<file path="config.mk">
export PLATFORM = sky130hd
export DESIGN_NAME = div_unit
export DESIGN_NICKNAME = d
export VERILOG_FILES = /design/src/rtl/div_pkg.sv /design/src/rtl/div_operand_prep.sv /design/src/rtl/div_iter_core.sv /design/src/rtl/div_result_fix.sv /design/src/rtl/div_unit.sv
export SDC_FILE = /design/constraint.sdc
export NUM_CORES = 1
export LEC_CHECK = 0
export BUFFER_PORTS_ARGS = -buffer_cell sky130_fd_sc_hd__buf_2
export CAP_MARGIN = 20
export CORE_MARGIN = 2
export CORE_UTILIZATION = 40
export DETAILED_ROUTE_END_ITERATION = 8
export GPL_TIMING_DRIVEN = 0
export SYNTH_ARGS = -nofsm -noshare
export SYNTH_HDL_FRONTEND = slang
export SYNTH_SLANG_ARGS = --single-unit
</file>
<file path="constraint.sdc">
create_clock -name clk -period 4 [get_ports clk]
set_input_delay 0.8 -clock clk [delete_from_list [all_inputs] [get_ports clk]]
set_output_delay 0.8 -clock clk [all_outputs]
set_load 0.01 [all_outputs]
</file>
<file path="src/rtl/div_pkg.sv">
package div_pkg;

    // Bit 0 of op_sel: unsigned; bit 1: remainder
    typedef enum logic [1:0] {
        OP_DIV  = 2'b00,
        OP_DIVU = 2'b01,
        OP_REM  = 2'b10,
        OP_REMU = 2'b11
    } div_op_e;

    typedef enum logic [1:0] {
        ST_IDLE = 2'b00,
        ST_RUN  = 2'b01,
        ST_FIX  = 2'b10,
        ST_DONE = 2'b11
    } div_state_e;

endpackage

</file>
<file path="src/rtl/div_operand_prep.sv">
module div_operand_prep #(
    parameter int XLEN = 64,
    parameter int WLEN = 32
) (
    input  logic [XLEN-1:0] a_in,
    input  logic [XLEN-1:0] b_in,
    input  logic [1:0]      op_sel,
    input  logic            word_mode,
    output logic [XLEN-1:0] a_ext,
    output logic [XLEN-1:0] a_mag,
    output logic [XLEN-1:0] b_mag,
    output logic            q_neg,
    output logic            r_neg,
    output logic            div_zero,
    output logic            sgn_ovf
);
    localparam int PAD = XLEN - WLEN;
    localparam logic [XLEN-1:0] MIN_VAL = {1'b1, {(XLEN-1){1'b0}}};

    logic            is_signed;
    logic [XLEN-1:0] b_ext;
    logic            a_neg;
    logic            b_neg;

    assign is_signed = ~op_sel[0];

    always_comb begin
        if (word_mode) begin
            if (is_signed) begin
                a_ext = {{PAD{a_in[WLEN-1]}}, a_in[WLEN-1:0]};
                b_ext = {{PAD{b_in[WLEN-1]}}, b_in[WLEN-1:0]};
            end else begin
                a_ext = {{PAD{1'b0}}, a_in[WLEN-1:0]};
                b_ext = {{PAD{1'b0}}, b_in[WLEN-1:0]};
            end
        end else begin
            a_ext = a_in;
            b_ext = b_in;
        end
    end

    assign a_neg    = is_signed & a_ext[XLEN-1];
    assign b_neg    = is_signed & b_ext[XLEN-1];
    assign a_mag    = a_neg ? (XLEN'(0) - a_ext) : a_ext;
    assign b_mag    = b_neg ? (XLEN'(0) - b_ext) : b_ext;
    assign q_neg    = a_neg ^ b_neg;
    assign r_neg    = a_neg;
    assign div_zero = (b_ext == '0);
    assign sgn_ovf  = is_signed & (a_ext == MIN_VAL) & (b_ext == '1);

endmodule

</file>
<file path="src/rtl/div_iter_core.sv">
module div_iter_core #(
    parameter int XLEN = 64
) (
    input  logic            clk,
    input  logic            rst_n,
    input  logic            load,
    input  logic            step,
    input  logic [XLEN-1:0] dividend,
    input  logic [XLEN-1:0] divisor,
    output logic [XLEN-1:0] quo,
    output logic [XLEN-1:0] rem,
    output logic            last
);
    localparam int CW = $clog2(XLEN);

    logic [XLEN-1:0] quo_q;
    logic [XLEN-1:0] rem_q;
    logic [XLEN-1:0] dvs_q;
    logic [CW-1:0]   cnt_q;
    logic [XLEN:0]   shifted;
    logic [XLEN:0]   diff;
    logic            take;

    assign shifted = {rem_q, quo_q[XLEN-1]};
    assign diff    = shifted - {1'b0, dvs_q};
    assign take    = ~diff[XLEN];

    always_ff @(posedge clk or negedge rst_n) begin
        if (!rst_n) begin
            quo_q <= '0;
            rem_q <= '0;
            dvs_q <= '0;
            cnt_q <= '0;
        end else if (load) begin
            quo_q <= dividend;
            rem_q <= '0;
            dvs_q <= divisor;
            cnt_q <= '0;
        end else if (step) begin
            rem_q <= take ? diff[XLEN-1:0] : shifted[XLEN-1:0];
            quo_q <= {quo_q[XLEN-2:0], take};
            cnt_q <= cnt_q + 1'b1;
        end
    end

    assign quo  = quo_q;
    assign rem  = rem_q;
    assign last = (cnt_q == CW'(XLEN-1));

    // partial remainder stays below the divisor after every step
    a_r1_partial_rem_bound: assert property (@(posedge clk) disable iff (!rst_n)
        (step && dvs_q != '0) |=> (rem_q < dvs_q));

endmodule

</file>
<file path="src/rtl/div_result_fix.sv">
module div_result_fix #(
    parameter int XLEN = 64,
    parameter int WLEN = 32
) (
    input  logic            use_raw,
    input  logic [XLEN-1:0] raw_val,
    input  logic [XLEN-1:0] quo_mag,
    input  logic [XLEN-1:0] rem_mag,
    input  logic            q_neg,
    input  logic            r_neg,
    input  logic            want_rem,
    input  logic            word_mode,
    output logic [XLEN-1:0] value
);
    localparam int PAD = XLEN - WLEN;

    logic [XLEN-1:0] quo_s;
    logic [XLEN-1:0] rem_s;
    logic [XLEN-1:0] pick;

    assign quo_s = q_neg ? (XLEN'(0) - quo_mag) : quo_mag;
    assign rem_s = r_neg ? (XLEN'(0) - rem_mag) : rem_mag;

    always_comb begin
        if (use_raw)       pick = raw_val;
        else if (want_rem) pick = rem_s;
        else               pick = quo_s;
    end

    assign value = word_mode ? {{PAD{pick[WLEN-1]}}, pick[WLEN-1:0]} : pick;

endmodule

</file>
<file path="src/rtl/div_unit.sv">
module div_unit
    import div_pkg::*;
#(
    parameter int XLEN = 64,
    parameter int WLEN = 32
) (
    input  logic            clk,
    input  logic            rst_n,
    input  logic            start,
    input  logic [1:0]      op_sel,
    input  logic            word_mode,
    input  logic [XLEN-1:0] opnd_a,
    input  logic [XLEN-1:0] opnd_b,
    output logic            busy,
    output logic            done,
    output logic [XLEN-1:0] result
);
    div_state_e state_q, state_d;

    logic [XLEN-1:0] a_ext, a_mag, b_mag;
    logic            q_neg, r_neg, div_zero, sgn_ovf;
    logic            corner, accept, launch, shortcut, in_fix;
    logic            load, step, last;
    logic [XLEN-1:0] quo_mag, rem_mag, corner_val, fixed_val;
    logic            q_neg_q, r_neg_q, want_rem_q, word_q;
    logic [XLEN-1:0] result_q;

    div_operand_prep #(.XLEN(XLEN), .WLEN(WLEN)) u_prep (
        .a_in(opnd_a), .b_in(opnd_b), .op_sel(op_sel), .word_mode(word_mode),
        .a_ext(a_ext), .a_mag(a_mag), .b_mag(b_mag),
        .q_neg(q_neg), .r_neg(r_neg), .div_zero(div_zero), .sgn_ovf(sgn_ovf)
    );

    assign corner   = div_zero | sgn_ovf;
    assign accept   = (state_q == ST_IDLE) && start;
    assign launch   = accept && !corner;
    assign shortcut = accept && corner;

    // Next-state process
    always_comb begin
        state_d = state_q;
        unique case (state_q)
            ST_IDLE: begin
                if (shortcut)    state_d = ST_DONE;
                else if (launch) state_d = ST_RUN;
            end
            ST_RUN:  if (last) state_d = ST_FIX;
            ST_FIX:  state_d = ST_DONE;
            ST_DONE: state_d = ST_IDLE;
        endcase
    end

    // State register
    always_ff @(posedge clk or negedge rst_n) begin
        if (!rst_n) state_q <= ST_IDLE;
        else        state_q <= state_d;
    end

    // Output and control decode
    always_comb begin
        busy   = 1'b0;
        done   = 1'b0;
        step   = 1'b0;
        in_fix = 1'b0;
        load   = launch;
        unique case (state_q)
            ST_IDLE: ;
            ST_RUN:  begin busy = 1'b1; step = 1'b1; end
            ST_FIX:  begin busy = 1'b1; in_fix = 1'b1; end
            ST_DONE: begin busy = 1'b1; done = 1'b1; end
        endcase
    end

    div_iter_core #(.XLEN(XLEN)) u_core (
        .clk(clk), .rst_n(rst_n), .load(load), .step(step),
        .dividend(a_mag), .divisor(b_mag),
        .quo(quo_mag), .rem(rem_mag), .last(last)
    );

    // Request context captured at launch
    always_ff @(posedge clk or negedge rst_n) begin
        if (!rst_n) begin
            q_neg_q    <= 1'b0;
            r_neg_q    <= 1'b0;
            want_rem_q <= 1'b0;
            word_q     <= 1'b0;
        end else if (launch) begin
            q_neg_q    <= q_neg;
            r_neg_q    <= r_neg;
            want_rem_q <= op_sel[1];
            word_q     <= word_mode;
        end
    end

    always_comb begin
        if (div_zero) corner_val = op_sel[1] ? a_ext : '1;
        else          corner_val = op_sel[1] ? '0 : a_ext;
    end

    div_result_fix #(.XLEN(XLEN), .WLEN(WLEN)) u_fix (
        .use_raw(!in_fix), .raw_val(corner_val),
        .quo_mag(quo_mag), .rem_mag(rem_mag),
        .q_neg(q_neg_q), .r_neg(r_neg_q),
        .want_rem(in_fix ? want_rem_q : op_sel[1]),
        .word_mode(in_fix ? word_q : word_mode),
        .value(fixed_val)
    );

    always_ff @(posedge clk or negedge rst_n) begin
        if (!rst_n)                result_q <= '0;
        else if (shortcut || in_fix) result_q <= fixed_val;
    end

    assign result = result_q;

    // done lasts one cycle
    a_r11_done_single: assert property (@(posedge clk) disable iff (!rst_n)
        done |=> !done);
    // busy drops right after done
    a_r9_done_releases_busy: assert property (@(posedge clk) disable iff (!rst_n)
        done |=> !busy);
    // corner requests finish in one cycle
    a_r9_shortcut_latency: assert property (@(posedge clk) disable iff (!rst_n)
        (state_q == ST_IDLE && start && (div_zero || sgn_ovf)) |=> done);
    // normal requests go busy without done
    a_r9_launch_busy: assert property (@(posedge clk) disable iff (!rst_n)
        (state_q == ST_IDLE && start && !div_zero && !sgn_ovf) |=> (busy && !done));
    // start in a busy state leaves the state path alone
    a_r10_start_ignored: assert property (@(posedge clk) disable iff (!rst_n)
        (state_q == ST_RUN && !last) |=> (state_q == ST_RUN));
    // zero divisor quotient is all ones
    a_r3_div_zero_ones: assert property (@(posedge clk) disable iff (!rst_n)
        (state_q == ST_IDLE && start && div_zero && !op_sel[1]) |=> (result == '1));
    // zero divisor remainder returns dividend
    a_r4_rem_zero_dividend: assert property (@(posedge clk) disable iff (!rst_n)
        (state_q == ST_IDLE && start && div_zero && op_sel[1] && !word_mode)
        |=> (result == $past(opnd_a)));
    // overflow remainder is zero
    a_r5_overflow_rem: assert property (@(posedge clk) disable iff (!rst_n)
        (state_q == ST_IDLE && start && sgn_ovf && op_sel[1]) |=> (result == '0));
    // result holds outside completion updates
    a_r11_result_hold: assert property (@(posedge clk) disable iff (!rst_n)
        (state_q != ST_FIX && !(state_q == ST_IDLE && start)) |=> $stable(result));

endmodule

</file>
## Yosys cells after proc, flatten, opt, wreduce, memory -nomap -nowiden

Index checks and enable logic that the tools add are counted.

- Add/subtract/negate cells: 6
- Eq/ne operators: 8
- Muxes and demuxes: 31
- Bitwise gates (word level): 8
- Reductions and logical operators: 10

Operators by type and width:

| kind | number |
|---|---|
| 2-to-1 mux 64 bit | 19 |
| subtractor 1 x 64 -> 64 bit (first input constant) | 4 |
| equality test 64 bit (second input constant) | 2 |
| subtractor 65 x 64 -> 65 bit | 1 |
| logical NOT 64 bit | 1 |
| 2-to-1 mux 6 bit | 2 |
| case mux 2 bit (4 select lines) | 1 |
| adder 6 x 1 -> 6 bit (second input constant) | 1 |
| equality test 6 bit (second input constant) | 1 |
| 2-to-1 mux 1 bit | 6 |
| 2-to-1 mux 2 bit | 3 |
| bitwise AND 1 bit | 4 |
| equality test 2 bit (second input constant) | 2 |
| logical AND 1 bit | 3 |
| != test 3 bit (second input constant) | 1 |
| OR reduction 3 bit | 1 |
| equality test 2 x 1 -> 1 bit (second input constant) | 1 |
| logical NOT 2 bit | 1 |
| != test 2 bit (second input constant) | 1 |
| NOT 1 bit | 2 |
| AND reduction 2 bit | 1 |
| nonzero test 2 bit | 1 |
| logical NOT 1 bit | 1 |
| logical OR 1 bit | 1 |
| other kinds (2) | 2 |

- Bits in registers: 268
- Input port bits: 134
- Output and inout bits: 66
- Word-level logic and storage cells: 73

## Depth between registers and ports, before layout

Gate-level depths: netlist of the first run.

- Depth in word-level cells: 11
- Depth in mapped cells: 15
- Gate-level depth less buffers: 13

## Modules after synthesis

A second synthesis of the first run with hierarchy kept.

- Cell total of the unflattened synthesis: 3,193
- Area, all modules: 25,320.5 um2

Modules (own cells, without submodules):

| module | times used | cells each | area an instance (um2) | sequential area each (um2) |
|---|---|---|---|---|
| div_iter_core | 1 | 1,449 | 12,635.9 | 4,954.8 |
| div_result_fix | 1 | 774 | 4,827.1 | 0.0 |
| div_operand_prep | 1 | 723 | 4,390.5 | 0.0 |
| div_unit | 1 | 247 | 3,467.1 | 1,751.7 |

## Worst setup path before layout of the first run

No wires, ideal clock.

- Kind: input -> register
- From: input port opnd_b[16]
- To: register result_q[36] (netlist: result[36])
- Library setup time: 0.126 ns
- Arrival time: 3.851 ns
- Data required time: 3.874 ns
- Slack: 0.023 ns
- Cell stages on the path: 12
- Buffers on the path: 3
- Cells stage by stage: or4_1 -> or3_1 -> or3_4 -> or4b_4 -> or2_1 -> buf_2 -> a21oi_2 -> buf_6 -> or2_2 -> buf_6 -> o21ai_2 -> o32a_1

- Word-level cells in the longest chain between the ends: 7
- Elaborated cells between the ends (all ways): 11
- Classes of those cells: 1 x eq/ne; 5 x mux; 2 x bitwise; 3 x reduce/logical

RTL lines:

| item | RTL line | RTL |
|---|---|---|
| from (decl) | div_unit.sv:13 | `input logic [XLEN-1:0] opnd_b,` |
| 2-to-1 mux 64 bit | div_operand_prep.sv:29 | `if (is_signed) begin` |
| 2-to-1 mux 64 bit * | div_operand_prep.sv:28 | `if (word_mode) begin` |
| equality test 64 bit | div_operand_prep.sv:49 | `assign sgn_ovf = is_signed & (a_ext == MIN_VAL) & (b_ext == '1);` |
| bitwise AND 1 bit | div_operand_prep.sv:49 |  |
| bitwise OR 1 bit | div_unit.sv:34 | `assign corner = div_zero \| sgn_ovf;` |
| logical AND 1 bit | div_unit.sv:37 | `assign shortcut = accept && corner;` |
| logical OR 1 bit | div_unit.sv:111 | `else if (shortcut \|\| in_fix) result_q <= fixed_val;` |
| to (signal assigned) | div_unit.sv:111 |  |
| to (decl) | div_unit.sv:26 | `logic [XLEN-1:0] result_q;` |

Mark *: on every way between the ends. The rest lies on a longest branch, timed or not.
A chain may end at the register's enable or synchronous reset.

## Worst setup path in the final report of the first run

- From: input port opnd_b[12]
- To: register result_q[45] (netlist: result[45])

The elaborated chain is that of the path after synthesis.

==> results of run 1 <==
final timing paths:
| check | end | slack [ns] |
|---|---|---|
| worst max-delay path | result[45] | 0.002 |
| worst min-delay path | u_core.quo[19] | 0.23 |
| worst max register to register | u_core.rem[35] | 0.08 |
| worst min register to register | result[62] | 0.46 |
| max in group asynchronous | u_core.rem[40] | 2.78 |
| min in group clk | result[62] | 0.46 |
where the power goes:
part | leakage, nW | internal [W] | switching (W)
Combinational | 7.25 | 0.00696 | 0.0110
Clock | 0.602 | 0.00208 | 0.00134
Sequential | 3.26 | 0.00409 | 0.00176
routing by layer:
layer / part of all wire [%] / vias to the layer above
met5: 0 / -
met4: 4.2 / 0
met3: 9.0 / 240
met2: 44 / 1235
met1: 43 / 11880
li1: - / 11500
cells in the mapped netlist, types with 5 or more instances:
master,instances,area (um^2)
clkbuf_1,161,604.3
o211ai_1,45,337.8
xor2_1,135,1182
mux2i_1,136,1361
or2_2,10,62.56
nor2_1,211,792.0
xnor2_1,164,1436
a31oi_1,23,143.9
ha_1,75,938.4
inv_1,124,465.5
o21bai_1,16,120.1
nand2b_1,22,137.6
a22oi_1,8,60.06
buf_2,20,100.1
nand2_1,345,1295
a21o_1,36,270.3
o31ai_1,65,488.0
or4_1,38,285.3
and2_1,5,31.28
nor3_1,67,335.3
a211oi_1,31,232.7
o221ai_1,8,70.07
o21ai_0,358,1792
buf_1,12,45.04
nand4_1,44,275.3
dfrtp_1,268,6706
a21oi_1,254,1271
o21ai_1,10,50.05
maj3_1,52,520.5
or3_1,45,281.5
and3_1,8,50.05
nand3_1,39,195.2
nor2b_1,13,81.33
a21boi_0,23,172.7
o22a_1,6,52.55
a221oi_1,12,105.1
o41ai_1,41,359.1
o21a_1,9,67.56
nor4_1,23,143.9
o22ai_1,11,68.82
sequential cells by signal (all words and copies together) (netlist names):
signal and count:
result 64, u_core.dvs_q 64, u_core.quo 64, u_core.rem 64, u_core.cnt_q 6, state_q 2
q_neg_q 1, r_neg_q 1, want_rem_q 1, word_q 1
through the flow:
| step | setup slack [ns] | setup TNS (ns) | hold WS (ns) |
|---|---|---|---|
| global placement | -3.097 | -1407.49 | 0.4557 |
| floorplan | 0.02311 | 0 | 0.4498 |
| global route | 0.0005502 | 0 | 0.2993 |
| CTS | 0.005718 | 0 | 0.2587 |
| detailed placement | -2.856 | -585.70 | 0.4593 |
| finish | 0.001910 | 0 | 0.2340 |
layout make-up:
type	instances	area, um^2
Tap cell	773	967.2
Buffer	181	877.1
Sequential cell	268	6720
Timing Repair Buffer	227	1306
Fill cell	5920	30890
Clock buffer	50	1045
Antenna cell	4	10.01
Inverter	126	481.7
Multi-Input combinational cell	2452	16210
Clock inverter	13	182.7
logic make-up after synthesis:
group	count (synthesis)
AO/OA/AOI/OAI	995
buffers and inverters	323
XOR/XNOR	300
AND/OR/NAND/NOR	892
multiplexers	137
adder cells (fa/ha/maj)	128
flip-flops	268
critical path, stage by stage:
cell	delay (ns)
buf_2	0.14
or4_4	0.56
or3_4	0.41
or3_4	0.36
or4b_4	0.53
nor2_4	0.15
buf_12	0.15
clkbuf_1	0.65
maj3_1	0.28
o221ai_1	0.22
a21oi_1	0.21
what timing repair did:
action / in CTS / in global routing
pin swaps: 9 / 13
gates resized for setup: 99 / 92
setup endpoints to repair: 267 / 267
endpoints found under the hold margin: 0 / 0
buffers inserted: 14 / 12
==> results.ini, run 1 <==
[die]
io_pins = 200
die_area_um2 = 61060
die_x_um = 247.1
fp.dieH_um = 247.1
rows = 89
start_util_pct = 40.28
fp.coreArea_um2 = 58690

[place]
place_congestion = 1.009
dpl.cell_count = 4016
placed_area_um2 = 25660
port_buffers = 198
hpwl_um = 78350

[yosys]
yosysUniqueCellTypes = 85
async_reset_ff_share_pct = 100.0
synth_compound_area_share_pct = 25.49
synthMuxAreaShare_pct = 5.806
synth-seq-area-share_pct = 28.37
syn_area_per_cell_um2 = 7.768
synth_ff_type = dfrtp_1
synth_top_family_by_area = compound AO/OA/AOI/OAI gates
synth_edf_count = 0
ys_ff_latch = 268
ys_warn_count = 0
synth.cell_area_um2 = 23640
syn-num-nets = 3253
synth_adder_area_share_pct = 6.256
synth_xor_area_share_pct = 11.15
synth_simple_gate_area_share_pct = 17.60
synth_cells = 3043

[worst_setup_path]
worstSetupStartpointType = input port
r2r_cells = 12
worstSetupEndpointType = flop
worstSetupPathType = in -> reg
crit_required_ns = 4.49
worst_ep_arrival_time_ns = 4.49
path_max_fanout = 10
r2r_start = u_core.rem[38]
worstSetupStartpoint = opnd_b[12]

[clock_network]
hold_buffers = 0
clk_path_buf_depth = 3
numCtsBuffers = 35
clk_latency_ns = 0.57
cts_root_buf = clkbuf_16
path_clk_slew_ns = 0.06
cts-htree-levels = 2
cts_tree = yes
cts_sinks = 268

[timing]
slew_headroom_pct = 25.92
setup_viol = 0
finalCritPeriodShare_pct = 99.95
clock.fmax_mhz = 250.1
min_period_ns = 3.998
worst_clock_skew_ns = 0.02260
worstMarginPinSlew_ns = 1.111
maxSlewViolCount = 0
final-hold-violation-count = 0
rsz0062_at_grt = false

[global_route]
use_met2_pct = 50.20
globalRoute.totalOverflow = 0
gr-usage-met1_pct = 43.66
grt_start_max_net_pins = 97
globalRouteMet3Util_pct = 5.698
top_usage_layer = met2
track_usage_pct = 32.09
grt_pass1_wl_um = 147600
antenna_found_initial = 4
grt_pass1_vias = 23540

[hold_path]
hold_path_class = in -> async

[power_and_ir_drop]
worst_ir_drop_vdd_mv = 0.4245
p_total_w = 0.02722
power.density_nw_per_um2 = 979.1
leakage_nw = 11.12

[outcome]
status = finished clean

[layout]
layout_common_cells = o21ai_0, nand2_1, dfrtp_1
final_common_cell = o21ai_0
area_growth_syn_to_layout_pct = 17.59
utilization_pct = 47.37
final_area_um2 = 27800
layout-drive-gt1-share_pct = 13.45
final_nets = 3501
layoutNonFillerInstCount = 4094

[route]
wirelength_um = 100300
postRouteAntennaNets = 0
dr.pass1.iters = 5
vias_per_cell = 6.072
dr_total_vias = 24860
wl_per_cell_um = 24.50
drcViolationCount = 0
initialDrtViolationCount = 2497

[flow_run]
max_cap_viol_count = 0

Power figures use the tool's default switching activity.
==> inputs of run 2 (changes only) <==
--- a/config.mk
+++ b/config.mk
@@ -13,4 +13,5 @@
 export GPL_TIMING_DRIVEN = 0
 export SYNTH_ARGS = -nofsm -noshare
 export SYNTH_HDL_FRONTEND = slang
+export SYNTH_HIERARCHICAL = 1
 export SYNTH_SLANG_ARGS = --single-unit
==> run 2 against run 1 <==
Compared with the run above: the flow now finishes with violations (setup timing); clock power down 3%; utilization increased by 0.30 points; register-to-register slack improved by 0.05 ns; clock skew is 0.0069 ns lower; worst setup slack got worse by 0.016 ns; first-iteration DRC count increased by 12%; routed wire length up 4.2%; flip-flop and latch count did not move.
==> results.ini, run 2 <==
[yosys]
synth_ff_type = dfrtp_1
ys_warn_count = 6  ; +6
syn-num-nets = 3403  ; +4.6%
synth_cells = 3193  ; +4.9%
yosysUniqueCellTypes = 109  ; +28%
yosysTopAreaCellShare_pct = 26.49  ; -1.9 points
ys_top_cells_by_area = dfrtp_1, o21ai_0, xnor2_1, mux2i_1, nand2_1
ys_ff_latch = 268  ; unchanged
synth_common_cells = nand2_1, o21ai_0, dfrtp_1
synth.cell_area_um2 = 25320  ; +7.1%
synth-seq-area-share_pct = 26.49  ; -1.9 points
async_reset_ff_share_pct = 100.0  ; unchanged
synth_most_common_cell = nand2_1
syn_area_per_cell_um2 = 7.930  ; +2.1%
synth_edf_count = 0  ; unchanged
yosys.area.top_type = dfrtp_1

[layout]
utilization_pct = 47.67  ; +0.30 points
nFillCells = 6317  ; +6.7%
final_common_cell = nand2_1
layout_common_cells = nand2_1, o21ai_0, dfrtp_1
layout-drive-gt1-share_pct = 17.52  ; +4.1 points
area_growth_syn_to_layout_pct = 18.32
final_nets = 3681  ; +5.1%

[clock_network]
cts_sinks = 268  ; unchanged
cts_tree = yes
numCtsBuffers = 35  ; unchanged
clk_latency_ns = 0.57  ; about the same
path_clk_slew_ns = 0.06  ; about the same
cts-htree-levels = 2  ; unchanged
clk_path_buf_depth = 3  ; unchanged
cts_root_buf = clkbuf_16

[timing]
setup_viol = 1  ; +1
finalCritPeriodShare_pct = 100.3  ; +0.40 points
final-hold-violation-count = 0  ; unchanged
worst_clock_skew_ns = 0.01569  ; -0.006912 ns
worstMarginPinSlew_ns = 1.139  ; +0.02736 ns
rsz0062_at_grt = true
setup_ws_ns = -0.01399  ; -0.01590 ns
slew_headroom_pct = 24.10  ; -1.8 points
maxSlewViolCount = 0  ; unchanged
min_period_ns = 4.014  ; +0.01590 ns
hold_ws_ns = 0.1423  ; -0.09171 ns
clock.fmax_mhz = 249.1  ; -0.40%
setup_tns_ns = -0.01399  ; -0.01399 ns

[power_and_ir_drop]
worst_ir_drop_vdd_mv = 0.4438  ; +4.6%
power.density_nw_per_um2 = 914.5  ; -6.6%
leakage_nw = 12.49  ; +12%

[outcome]
violations = setup timing
status = complete, but fails checks

[route]
vias_per_cell = 5.988  ; -1.4%
dr_total_vias = 26000  ; +4.6%
drcViolationCount = 0  ; unchanged
wirelength_um = 104500  ; +4.2%
wl_per_cell_um = 24.08  ; -1.7%
initialDrtViolationCount = 2794  ; +12%
postRouteAntennaNets = 0  ; unchanged
dr.pass1.iters = 6  ; +1

[place]
place_congestion = 1.021  ; +1.2%
port_buffers = 196  ; -1.0%
hpwl_um = 81070  ; +3.5%

[worst_setup_path]
path_max_fanout = 11  ; +1
worstSetupStartpointType = input port
r2r_cells = 8  ; -4
worstSetupPathType = in -> reg
worstSetupEndpointType = flop
crit_required_ns = 4.45  ; -0.04 ns
worst_ep_arrival_time_ns = 4.46  ; -0.03 ns

[global_route]
grt_pass1_vias = 24460  ; +3.9%
grt_pass1_wl_um = 154300  ; +4.5%
track_usage_pct = 30.53  ; -1.6 points
globalRoute.totalOverflow = 0  ; unchanged
grt_start_max_net_pins = 109  ; +12%
antenna_found_initial = 4  ; unchanged

[die]
fp.coreArea_um2 = 62850  ; +7.1%
start_util_pct = 40.29  ; about the same
fp.dieH_um = 255.6  ; +3.4%
rows = 92  ; +3.4%
die_x_um = 255.6  ; +3.4%
io_pins = 200  ; unchanged
die_area_um2 = 65330  ; +7.0%

[hold_path]
hold_path_class = in -> async

[flow_run]
max_cap_viol_count = 0  ; unchanged

-- run 2: changes by cell type in the layout (fill, tap and decap cells not counted), sizes merged, moves of 16 or more --
cell    change
mux2       +78
buf        +76
a21oi      -61
o21ai      -56
inv        +45
o211ai     -35
nor4       +34
nor2       +30
a211oi     +28
nand4      +19
clkbuf     -16
-- run 2: worst paths after layout --
check	from	endpoint	slack (ns)
max in group asynchronous	rst_n	result[39]	2.48
setup reg to reg	u_core/rem[21]	result[51]	0.13
min in group clk	result[35]	result[35]	0.50
setup / recovery	op_sel[1]	result[51]	-0.01
hold reg to reg	result[35]	result[35]	0.50
hold / removal	rst_n	u_core/dvs_q[8]	0.14
-- run 2: cell type report --
class	count	area (um^2)	area share [%]
Clock buffer	43	965.9	3.224
Buffer	231	1531	5.112
Inverter	169	635.6	2.122
Antenna cell	2	5.005	0.01670
Sequential cell	268	6708	22.39
Tap cell	846	1059	3.533
Timing Repair Buffer	245	1648	5.500
Multi-Input combinational cell	2521	17200	57.40
Clock inverter	17	210.2	0.7016
-- run 2: where the power goes --
| part | switching, W | total, W | internal [W] |
|---|---|---|---|
| logic | 0.0108 | 0.0183 | 0.00752 |
| registers | 0.00176 | 0.00574 | 0.00398 |
| clock network | 0.00134 | 0.00332 | 0.00198 |
-- run 2: cells by family (layout without fill, tap and decap cells) --
| logic type | Yosys count | count (layout) | synth area share, % |
|---|---|---|---|
| buf+inv | 404 | 705 | 7.200 |
| fa+ha+maj | 140 | 140 | 6.315 |
| simple gates | 1021 | 1021 | 19.89 |
| other cells | 0 | 2 | 0 |
| flops | 268 | 268 | 26.49 |
| mux | 209 | 209 | 8.652 |
| compound gates | 875 | 875 | 21.81 |
| xor+xnor | 276 | 276 | 9.651 |
-- run 2: worst max-delay path, cell delays in order --
cell      delay, ns
buf_2          0.15
inv_1          0.31
clkbuf_2       0.34
o21ai_0        0.43
inv_1          0.25
nor2_1         0.58
clkbuf_1       0.60
nand4_1        0.17
o311ai_0       0.22
o21ai_0        0.28
mux2_2         0.32
-- run 2: metal layers --
layer,GRT usage [%],wire [um],part of all wire (%)
met5,0,0,0
met4,12.80,5474,5.2
met3,4.654,8924,8.5
met2,47.45,45460,43
met1,42.20,44680,43
-- run 2: what timing repair did --
action,in CTS,in global routing
setup endpoints to repair,267,262
buffers inserted,24,13
hold buffers,0,0
pin swaps,17,17
gates cloned,0,9
gates resized for setup,126,139
-- run 2: metrics by stage --
stage,std cells,area [um^2],power (W),worst slack (ns)
floorplan,3193,25320,0.01766,0.03520
global route,4340,29960,0.02924,-0.04989
CTS,4320,29340,0.02649,0.003326
finish,4342,29960,0.02740,-0.01399
detailed placement,4239,27460,0.02266,-4.244
global placement,4235,27360,0.02258,-5.020
